--- src/rtl/fcg_pkg.sv ---
package fcg_pkg;
    localparam logic [31:0] KEY_FIRST  = 32'h4567_0123;
    localparam logic [31:0] KEY_SECOND = 32'hCDEF_89AB;

    localparam int unsigned OFS_KEY  = 0;
    localparam int unsigned OFS_CTL0 = 1;
    localparam int unsigned OFS_CTL1 = 2;
    localparam int unsigned OFS_STAT = 3;

    localparam int unsigned LOCK_BIT  = 0;
    localparam int unsigned START_BIT = 1;
    localparam int unsigned BUSY_BIT  = 2;
    localparam int unsigned CFG_LSB   = 8;

    localparam int unsigned STAT_DEAD_BIT = 0;
    localparam int unsigned STAT_BUSY_BIT = 1;

    typedef enum logic [1:0] {
        SEQ_WAIT1 = 2'd0,
        SEQ_WAIT2 = 2'd1,
        SEQ_DEAD  = 2'd2
    } seq_e;
endpackage

--- src/rtl/fcg_key_seq.sv ---
module fcg_key_seq
    import fcg_pkg::*;
#(
    parameter int unsigned DW = 32
) (
    input  logic          clk_i,
    input  logic          rst_ni,
    input  logic          key_we_i,
    input  logic [DW-1:0] key_data_i,
    input  logic          any_open_i,
    output logic          unlock_o,
    output logic          bad_o,
    output logic          dead_o
);
    typedef struct packed {
        seq_e st;
    } seq_state_t;

    seq_state_t cur_q, nxt_d;

    always_comb begin
        nxt_d    = cur_q;
        unlock_o = 1'b0;
        bad_o    = 1'b0;
        if (key_we_i) begin
            unique case (cur_q.st)
                SEQ_WAIT1: begin
                    if (!any_open_i && key_data_i == DW'(KEY_FIRST)) begin
                        nxt_d.st = SEQ_WAIT2;
                    end else begin
                        nxt_d.st = SEQ_DEAD;
                        bad_o    = 1'b1;
                    end
                end
                SEQ_WAIT2: begin
                    if (!any_open_i && key_data_i == DW'(KEY_SECOND)) begin
                        nxt_d.st = SEQ_WAIT1;
                        unlock_o = 1'b1;
                    end else begin
                        nxt_d.st = SEQ_DEAD;
                        bad_o    = 1'b1;
                    end
                end
                default: bad_o = 1'b1;
            endcase
        end
        dead_o = (cur_q.st == SEQ_DEAD);
    end

    always_ff @(posedge clk_i or negedge rst_ni) begin
        if (!rst_ni) cur_q <= '{st: SEQ_WAIT1};
        else         cur_q <= nxt_d;
    end

    assert_lockout_sticky_R3: assert property (@(posedge clk_i) disable iff (!rst_ni)
        dead_o |=> dead_o);
endmodule

--- src/rtl/fcg_ctl_reg.sv ---
module fcg_ctl_reg
    import fcg_pkg::*;
#(
    parameter int unsigned DW    = 32,
    parameter int unsigned CFG_W = 8
) (
    input  logic             clk_i,
    input  logic             rst_ni,
    input  logic             wr_i,
    input  logic [DW-1:0]    wdata_i,
    input  logic             unlock_i,
    input  logic             kill_i,
    output logic             locked_o,
    output logic [CFG_W-1:0] cfg_o,
    output logic             start_o,
    output logic             drop_o
);
    typedef struct packed {
        logic             locked;
        logic [CFG_W-1:0] cfg;
    } ctl_state_t;

    ctl_state_t cur_q, nxt_d;

    always_comb begin
        nxt_d   = cur_q;
        start_o = 1'b0;
        drop_o  = 1'b0;
        if (wr_i) begin
            if (cur_q.locked) begin
                drop_o = 1'b1;
            end else begin
                nxt_d.cfg = wdata_i[CFG_LSB +: CFG_W];
                if (wdata_i[LOCK_BIT]) nxt_d.locked = 1'b1;
                start_o = wdata_i[START_BIT];
            end
        end
        if (unlock_i) nxt_d.locked = 1'b0;
        if (kill_i)   nxt_d.locked = 1'b1;
    end

    always_ff @(posedge clk_i or negedge rst_ni) begin
        if (!rst_ni) cur_q <= '{locked: 1'b1, cfg: '0};
        else         cur_q <= nxt_d;
    end

    assign locked_o = cur_q.locked;
    assign cfg_o    = cur_q.cfg;

    assert_lock_held_R9: assert property (@(posedge clk_i) disable iff (!rst_ni)
        (locked_o && !unlock_i) |=> locked_o);
    assert_locked_drop_R7: assert property (@(posedge clk_i) disable iff (!rst_ni)
        (wr_i && locked_o) |=> $stable(cfg_o));
endmodule

--- src/rtl/flash_ctl_guard.sv ---
module flash_ctl_guard
    import fcg_pkg::*;
#(
    parameter int unsigned ADDR_W        = 4,
    parameter int unsigned DW            = 32,
    parameter int unsigned CFG_W         = 8,
    parameter bit          LOCKED_WR_ERR = 1'b0
) (
    input  logic              clk_i,
    input  logic              rst_ni,
    input  logic [ADDR_W-1:0] bus_addr_i,
    input  logic [DW-1:0]     bus_wdata_i,
    input  logic              bus_we_i,
    input  logic              bus_re_i,
    output logic [DW-1:0]     bus_rdata_o,
    output logic              bus_err_o,
    output logic              fault_o,
    input  logic              arr_rd_i,
    output logic              arr_rdy_o,
    input  logic              op_done_i
);
    localparam int unsigned N_CTL = 2;

    typedef struct packed {
        logic [DW-1:0] rdata;
        logic          err;
        logic          fault;
        logic          busy;
    } top_state_t;

    top_state_t cur_q, nxt_d;

    logic             sel_key, sel_stat;
    logic [N_CTL-1:0] sel_ctl;
    logic [N_CTL-1:0] locked, start, drop;
    logic [CFG_W-1:0] cfg [N_CTL];
    logic             seq_unlock, seq_bad, seq_dead;

    assign sel_key  = (bus_addr_i == ADDR_W'(OFS_KEY));
    assign sel_stat = (bus_addr_i == ADDR_W'(OFS_STAT));
    assign sel_ctl  = {bus_addr_i == ADDR_W'(OFS_CTL1), bus_addr_i == ADDR_W'(OFS_CTL0)};

    fcg_key_seq #(.DW(DW)) u_seq (
        .clk_i      (clk_i),
        .rst_ni     (rst_ni),
        .key_we_i   (bus_we_i && sel_key),
        .key_data_i (bus_wdata_i),
        .any_open_i (~&locked),
        .unlock_o   (seq_unlock),
        .bad_o      (seq_bad),
        .dead_o     (seq_dead)
    );

    for (genvar g = 0; g < N_CTL; g++) begin : g_ctl
        fcg_ctl_reg #(.DW(DW), .CFG_W(CFG_W)) u_ctl (
            .clk_i    (clk_i),
            .rst_ni   (rst_ni),
            .wr_i     (bus_we_i && sel_ctl[g]),
            .wdata_i  (bus_wdata_i),
            .unlock_i (seq_unlock),
            .kill_i   (seq_bad),
            .locked_o (locked[g]),
            .cfg_o    (cfg[g]),
            .start_o  (start[g]),
            .drop_o   (drop[g])
        );
    end

    always_comb begin
        nxt_d       = cur_q;
        nxt_d.rdata = '0;
        nxt_d.fault = seq_bad;
        nxt_d.err   = seq_bad || (LOCKED_WR_ERR && (|drop));
        if (|start)         nxt_d.busy = 1'b1;
        else if (op_done_i) nxt_d.busy = 1'b0;
        if (bus_re_i) begin
            if (sel_stat) begin
                nxt_d.rdata[STAT_DEAD_BIT] = seq_dead;
                nxt_d.rdata[STAT_BUSY_BIT] = cur_q.busy;
            end
            for (int i = 0; i < N_CTL; i++) begin
                if (sel_ctl[i]) begin
                    nxt_d.rdata[LOCK_BIT]           = locked[i];
                    nxt_d.rdata[BUSY_BIT]           = cur_q.busy;
                    nxt_d.rdata[CFG_LSB +: CFG_W]   = cfg[i];
                end
            end
        end
    end

    always_ff @(posedge clk_i or negedge rst_ni) begin
        if (!rst_ni) cur_q <= '0;
        else         cur_q <= nxt_d;
    end

    assign bus_rdata_o = cur_q.rdata;
    assign bus_err_o   = cur_q.err;
    assign fault_o     = cur_q.fault;
    assign arr_rdy_o   = arr_rd_i && !cur_q.busy;

    assert_unlock_key_R2: assert property (@(posedge clk_i) disable iff (!rst_ni)
        seq_unlock |-> (bus_we_i && sel_key && bus_wdata_i == DW'(KEY_SECOND)));
    assert_fault_err_R4: assert property (@(posedge clk_i) disable iff (!rst_ni)
        fault_o |-> bus_err_o);
    assert_busy_hold_R10: assert property (@(posedge clk_i) disable iff (!rst_ni)
        (cur_q.busy && !op_done_i) |=> cur_q.busy);
endmodule

--- config.mk ---
export PLATFORM = sky130hd
export DESIGN_NAME = flash_ctl_guard
export DESIGN_NICKNAME = d
export VERILOG_FILES = /design/src/rtl/fcg_pkg.sv /design/src/rtl/fcg_key_seq.sv /design/src/rtl/fcg_ctl_reg.sv /design/src/rtl/flash_ctl_guard.sv
export SDC_FILE = /design/constraint.sdc
export NUM_CORES = 1
export LEC_CHECK = 0
export ABC_CLOCK_PERIOD_IN_PS = 1550
export BUFFER_PORTS_ARGS = -buffer_cell sky130_fd_sc_hd__buf_2
export CAP_MARGIN = 5
export CORE_ASPECT_RATIO = 0.8
export CORE_MARGIN = 1.5
export CORE_UTILIZATION = 28
export DETAILED_ROUTE_END_ITERATION = 10
export GPL_TIMING_DRIVEN = 0
export PLACE_DENSITY = 0.5
export SYNTH_ARGS = -nofsm -noshare
export SYNTH_HDL_FRONTEND = slang
export SYNTH_SLANG_ARGS = --single-unit
--- constraint.sdc ---
create_clock -name clk_i -period 1.55 [get_ports clk_i]
set_input_delay 0.155 -clock clk_i [delete_from_list [all_inputs] [get_ports clk_i]]
set_output_delay 0.155 -clock clk_i [all_outputs]
set_load 0.005 [all_outputs]
* After elaboration in Yosys (flattened, before gate mapping) *
Cells that the tools add are included.

storage, ports and cells
  bits in registers = 33
  bits in latches = 0
  RAM bits = 0
  bits in read-only memories = 0
  input port bits = 42
  output and inout bits = 35
  logic and storage cells = 69
  memories = 0

operators by class
  add/sub/neg operators = 0
  multipliers = 0
  divide/modulo/power cells = 0
  $lt $le $gt $ge = 0
  equality and inequality tests = 7
  shift operators = 0
  mux-type cells = 34
  bitwise operators = 2
  reductions and logical operators = 18

operators with widths
  operator                                         count
  two-way mux 9 bit                                4
  == test 32 x 31 -> 1 bit, second input constant  1
  == test 32 bit, second input constant            1
  two-way mux 8 bit                                3
  two-way mux 1 bit                                21
  == test 4 x 2 -> 1 bit, second input constant    2
  AND reduction 2 bit                              4
  logical AND 1 bit                                6
  two-way mux 2 bit                                3
  nonzero test 3 bit                               2
  == test 4 x 1 -> 1 bit, second input constant    1
  logical NOT 4 bit                                1
  case mux 2 bit (2 select lines)                  1
  nonzero test 2 bit                               2
  two-way mux 3 bit                                1
  == test 2 x 1 -> 1 bit, second input constant    1
  == test 2 bit, second input constant             1
  logical NOT 2 bit                                1
  inverter 1 bit                                   2
  case mux 1 bit (2 select lines)                  1
  OR reduction 2 bit                               1
  logical NOT 1 bit                                1

* Logic depth before layout (Yosys ltp) *
  word-level depth = 7
  mapped depth = 4
  mapped depth without buffers = 4

* Cells and area by module *
A second synthesis with hierarchy kept.

unflattened totals
  cell total of the unflattened synthesis = 168
  area, all modules = 1,924.3 um^2

modules (own cells, without submodules)
  module           times used  cells an instance  area an instance (um^2)
  flash_ctl_guard  1           93                 879.6
  fcg_ctl_reg      2           23                 399.1
  fcg_key_seq      1           29                 246.5

* Worst setup path before layout *
No wires, ideal clock.

  path type = input to register
  start point = input bus_wdata_i[29]
  end point = register u_seq.cur_q[0] in the netlist's numbering
  data arrival time = 1.181 ns
  path slack = 0.306 ns
  stages on the path = 3
  buffers on the path = 0
  cell sequence = or4b_1 > nor4_4 > a21bo_2

on the way
  word-level cells in the longest chain between the ends = 4

RTL lines
  item                             line                   source
  from (decl)                      flash_ctl_guard.sv:12  input logic [DW-1:0] bus_wdata_i,
  == test 32 x 31 -> 1 bit         fcg_key_seq.sv:28      if (!any_open_i && key_data_i == DW'(KEY_FIRST)) begin
  logical AND 1 bit                fcg_key_seq.sv:28
  two-way mux 2 bit                fcg_key_seq.sv:28
  case mux 2 bit (2 select lines)  fcg_key_seq.sv:26      unique case (cur_q.st)
  to (signal assigned)             fcg_key_seq.sv:51      if (!rst_ni) cur_q <= '{st: SEQ_WAIT1};
  to (signal assigned)             fcg_key_seq.sv:52      else cur_q <= nxt_d;
  to (decl)                        fcg_key_seq.sv:19      seq_state_t cur_q, nxt_d;

Every way passes these cells.
A chain may end at the register's enable or synchronous reset.

* Worst setup path in the final report *
  start point = input bus_wdata_i[4]
  end point = register cur_q, in the netlist fault_o

on the way
  word-level cells in the longest chain between the ends = 5
  elaborated cells on any way between the ends = 8
  those cells by class = 2 x eq/ne; 4 x mux; 2 x reduce/logical

RTL lines
  item                                                        line                                  source
  == test 32 bit or == test 32 x 31 -> 1 bit (tied branches)  fcg_key_seq.sv:36, fcg_key_seq.sv:28
  logical AND 1 bit, on equally long branches                 fcg_key_seq.sv:36, fcg_key_seq.sv:28
  two-way mux 1 bit, on equally long branches                 fcg_key_seq.sv:36, fcg_key_seq.sv:28
  case mux 1 bit (2 select lines) *                           fcg_key_seq.sv:26
  two-way mux 1 bit *                                         fcg_key_seq.sv:25                     if (key_we_i) begin
  net g_ctl[0].u_ctl.kill_i                                   fcg_ctl_reg.sv:12                     input logic kill_i,
  to (signal assigned)                                        flash_ctl_guard.sv:93                 else cur_q <= nxt_d;
  to (decl)                                                   flash_ctl_guard.sv:31                 top_state_t cur_q, nxt_d;

Mark *: on every way through the listed nets, which the timed path passes. The rest lies on a longest branch.

==> results.sh <==
export IMPL_grt_pass1_vias=1211
export IMPL_clockRootBuffer="clkbuf_8"
export IMPL_antenna_found_initial=0
export IMPL_fin_area_um2=2320
export IMPL_via_count=1309
export IMPL_pwr_share_seq_pct=52.0
export IMPL_start_kind="input port"
export IMPL_hpwl_um=2950
export IMPL_finalPower_w=0.00185
export IMPL_fin_tns_setup_ns=0
export IMPL_setup_viol=0
export IMPL_ys_seq_area_share_pct=46.6
export IMPL_min_period_over_period_pct=87.3
export IMPL_layout_drive_gt1_share_pct=51.7
export IMPL_p_switching_w=0.000468
export IMPL_critPathArrivalTime_ns=1.52
export IMPL_totalWireLength_um=3780
export IMPL_start_util_pct=29.5
export IMPL_cts_made_buffers=5
export IMPL_ff2ff_path_depth=3
export IMPL_pin_count=77
export IMPL_power_density_nw_per_um2=796
export IMPL_combPwrFrac_pct=14.2
export IMPL_multiInputGateArea_um2=753
export IMPL_irDropWorstVdd_mv=0.235
export IMPL_nets=279
export IMPL_period_minus_slack_ns=1.35
export IMPL_grt_pass1_wl_um=5910
export IMPL_clk_pin_slew_ns=0.07
export IMPL_reg2reg_from="g_ctl[0].u_ctl.locked_o$_DFFE_PN1P_"
export IMPL_die_w_um=92.1
export IMPL_crit_type="in2reg"
export IMPL_outcome="complete, no violations"
export IMPL_ctsResizeCount=0
export IMPL_synth_cells=155
export IMPL_ys_types=37
export IMPL_final_hold_viol_count=0
export IMPL_nFillCells=620
export IMPL_die_height_um=74.3
export IMPL_post_drt_wl_per_cell_um=11.9
export IMPL_synth_edf_count=0
export IMPL_ys_warnings_count=0
export IMPL_min_to="cur_q[0]$_DFFE_PN0P_"
export IMPL_cts_tree="built"
export IMPL_ys_ff_latch=33
export IMPL_p_leak_nw=1.24
export IMPL_intPower_w=0.00138
export IMPL_slew_headroom_pct=51.7
export IMPL_avgSynthCellArea_um2=11.5
export IMPL_skew_ns=0.00375
export IMPL_drt_pass1_iterations=5
export IMPL_slew_violations=0
export IMPL_area_delta_synth_final_pct=30.5
export IMPL_p_clk_share_pct=33.8
export IMPL_post_dp_cell_area_um2=2230
export IMPL_ys_flop_type="dfrtp_1"
export IMPL_regArea_um2=828
export IMPL_h_tree_depth=2
export IMPL_critPathMaxFanout=5
export IMPL_final_antenna_net_count=0
export IMPL_hold_path_depth=2
export IMPL_grt_max_degree=34
export IMPL_clk_latency_ns=0.29
export IMPL_via_per_inst=4.10
export IMPL_r2r_end="g_ctl[0].u_ctl.cfg_o[3]$_DFFE_PN0P_"
export IMPL_die_area_um2=6840
export IMPL_drcViolationCount=0
export IMPL_critPathLaunch="bus_wdata_i[4]"
export IMPL_fmax_mhz=739
export IMPL_min_delay_start="bus_wdata_i[1]"
export IMPL_swShare_pct=25.3
export IMPL_endpoint_kind="flip-flop"
export IMPL_maxCapViolCount=0
export IMPL_cts_sinks=33
export IMPL_drtIter0Drc=48
export IMPL_r2r_setup_slack_ns=0.20
export IMPL_n_antenna_cell=0
export IMPL_cts_buffer_depth=2
export IMPL_finalWeightedCongestion=0.779
export IMPL_ys_async_sr_fraction_pct=100
export IMPL_portBuffers=54
export IMPL_min_path_type="in2reg"
export IMPL_required_ns=1.71
export IMPL_rsz0062_at_grt="no"
export IMPL_core_um2=6040
export IMPL_cts_setup_buffers=0
export IMPL_row_count=25
export IMPL_worstMarginPinSlew_ns=0.725
export IMPL_grtUsageTotal_pct=11.5
export IMPL_grt_overflow_total=0
export IMPL_synth_area_um2=1780
[worst max-delay path, stage by stage]
cell and delay, ns:
buf_2 0.10, nor4b_1 0.46, nand4_1 0.24, nor4_4 0.45, a21oi_1 0.12
[power groups by stage]
| stage | logic [W] | registers (W) | clock network (W) |
|---|---|---|---|
| floorplan | 0.000156 | 0.000965 | 0 |
| detailed placement | 0.000261 | 0.000978 | 0 |
| global placement | 0.000257 | 0.000977 | 0 |
| CTS | 0.000264 | 0.000962 | 0.000651 |
| finish | 0.000262 | 0.000962 | 0.000625 |
| global route | 0.000294 | 0.000969 | 0.000693 |
[cell families after synthesis]
logic type / after synthesis / synth area share [%]
and+or+nand+nor: 42 / 18.1
buffers and inverters: 39 / 15.3
DFF: 33 / 46.6
AOI/OAI and AO/OA: 24 / 9.63
muxes: 16 / 10.1
other: 1 / 0.211
[synthesized netlist by cell type, types with 2 or more instances]
library cell,n,area share [%]
a22oi_1,9,3.8
nand3_1,3,0.84
nand2_1,3,0.63
clkbuf_1,2,0.42
inv_1,2,0.42
dfrtp_1,31,44
a21oi_1,3,0.84
dfstp_2,2,3.0
nor3_1,3,0.84
nand3b_1,3,1.3
nor2_1,2,0.42
nor2b_1,10,3.5
buf_4,33,14
nor4b_1,3,1.5
o22ai_1,2,0.70
mux2_2,16,10
nand4_1,3,1.1
a31o_2,2,0.98
buf_2,2,0.56
o21ai_0,3,0.84
and4b_1,2,1.1
[flip-flops by register name (all words and copies together) (netlist names)]
name / cells
g_ctl.u_ctl.cfg_o: 16
g_ctl.u_ctl.locked_o: 2
cur_q: 1
bus_rdata_o: 11
fault_o: 1
u_seq.cur_q: 2
[cell usage in the layout, fill, tap and decap left out, types with 3 or more instances in the layout]
cell type	Yosys	routed
nand3_1	3	3
nand3b_1	3	3
nand2_1	3	3
mux2_2	16	16
nor2b_1	10	10
o21ai_0	3	3
nor3_1	3	3
buf_2	2	56
conb_1	1	21
clkbuf_8	0	5
a22oi_1	9	9
nand4_1	3	3
dfrtp_1	31	31
nor4b_1	3	3
a21oi_1	3	3
buf_4	33	33
[worst max-delay path by stage]
stage / slack [ns] / to / cells after the start
finish: 0.20 / fault_o$_DFF_PN0_ / 5
global route: 0.12 / fault_o$_DFF_PN0_ / 5
CTS: 0.19 / fault_o$_DFF_PN0_ / 5
detailed placement: -0.11 / fault_o$_DFF_PN0_ / 5
global placement: -0.09 / fault_o$_DFF_PN0_ / 5
floorplan: 0.31 / u_seq.cur_q[0]$_DFFE_PN0P_ / 3
[what timing repair did]
item                       CTS  global route
hold endpoints to repair    31             0
setup endpoints to repair    0             0
hold buffers                 1             0
[per-stage QoR]
stage          worst slack, ns  hold WS [ns]  instances  utilization [%]
6_report                 0.197         0.119        319             38.5
5_1_grt                  0.116         0.104        319             38.5
4_1_cts                  0.193         0.106        319             38.5
3_5_place_dp            -0.108         0.254        310             36.9
3_3_place_gp           -0.0853         0.254        310             36.9
2_1_floorplan            0.306        -0.141        175                -
[cell type report]
cell class / instances / area share, %
Sequential cell: 33 / 35.7
Tap cell: 81 / 4.36
Timing Repair Buffer: 55 / 12.1
Clock buffer: 5 / 2.96
Multi-Input combinational cell: 103 / 32.4
Buffer: 37 / 11.4
Inverter: 2 / 0.323
Clock inverter: 3 / 0.754
[routing by layer]
layer,vias to the layer above,global-route usage [%],wire (µm)
met5,-,0,0
met2,41,16.9,1650
li1,672,-,-
met4,0,5.64,74
met3,7,2.86,192
met1,589,15.9,1860
No activity file was read; power rests on OpenSTA's default activity.
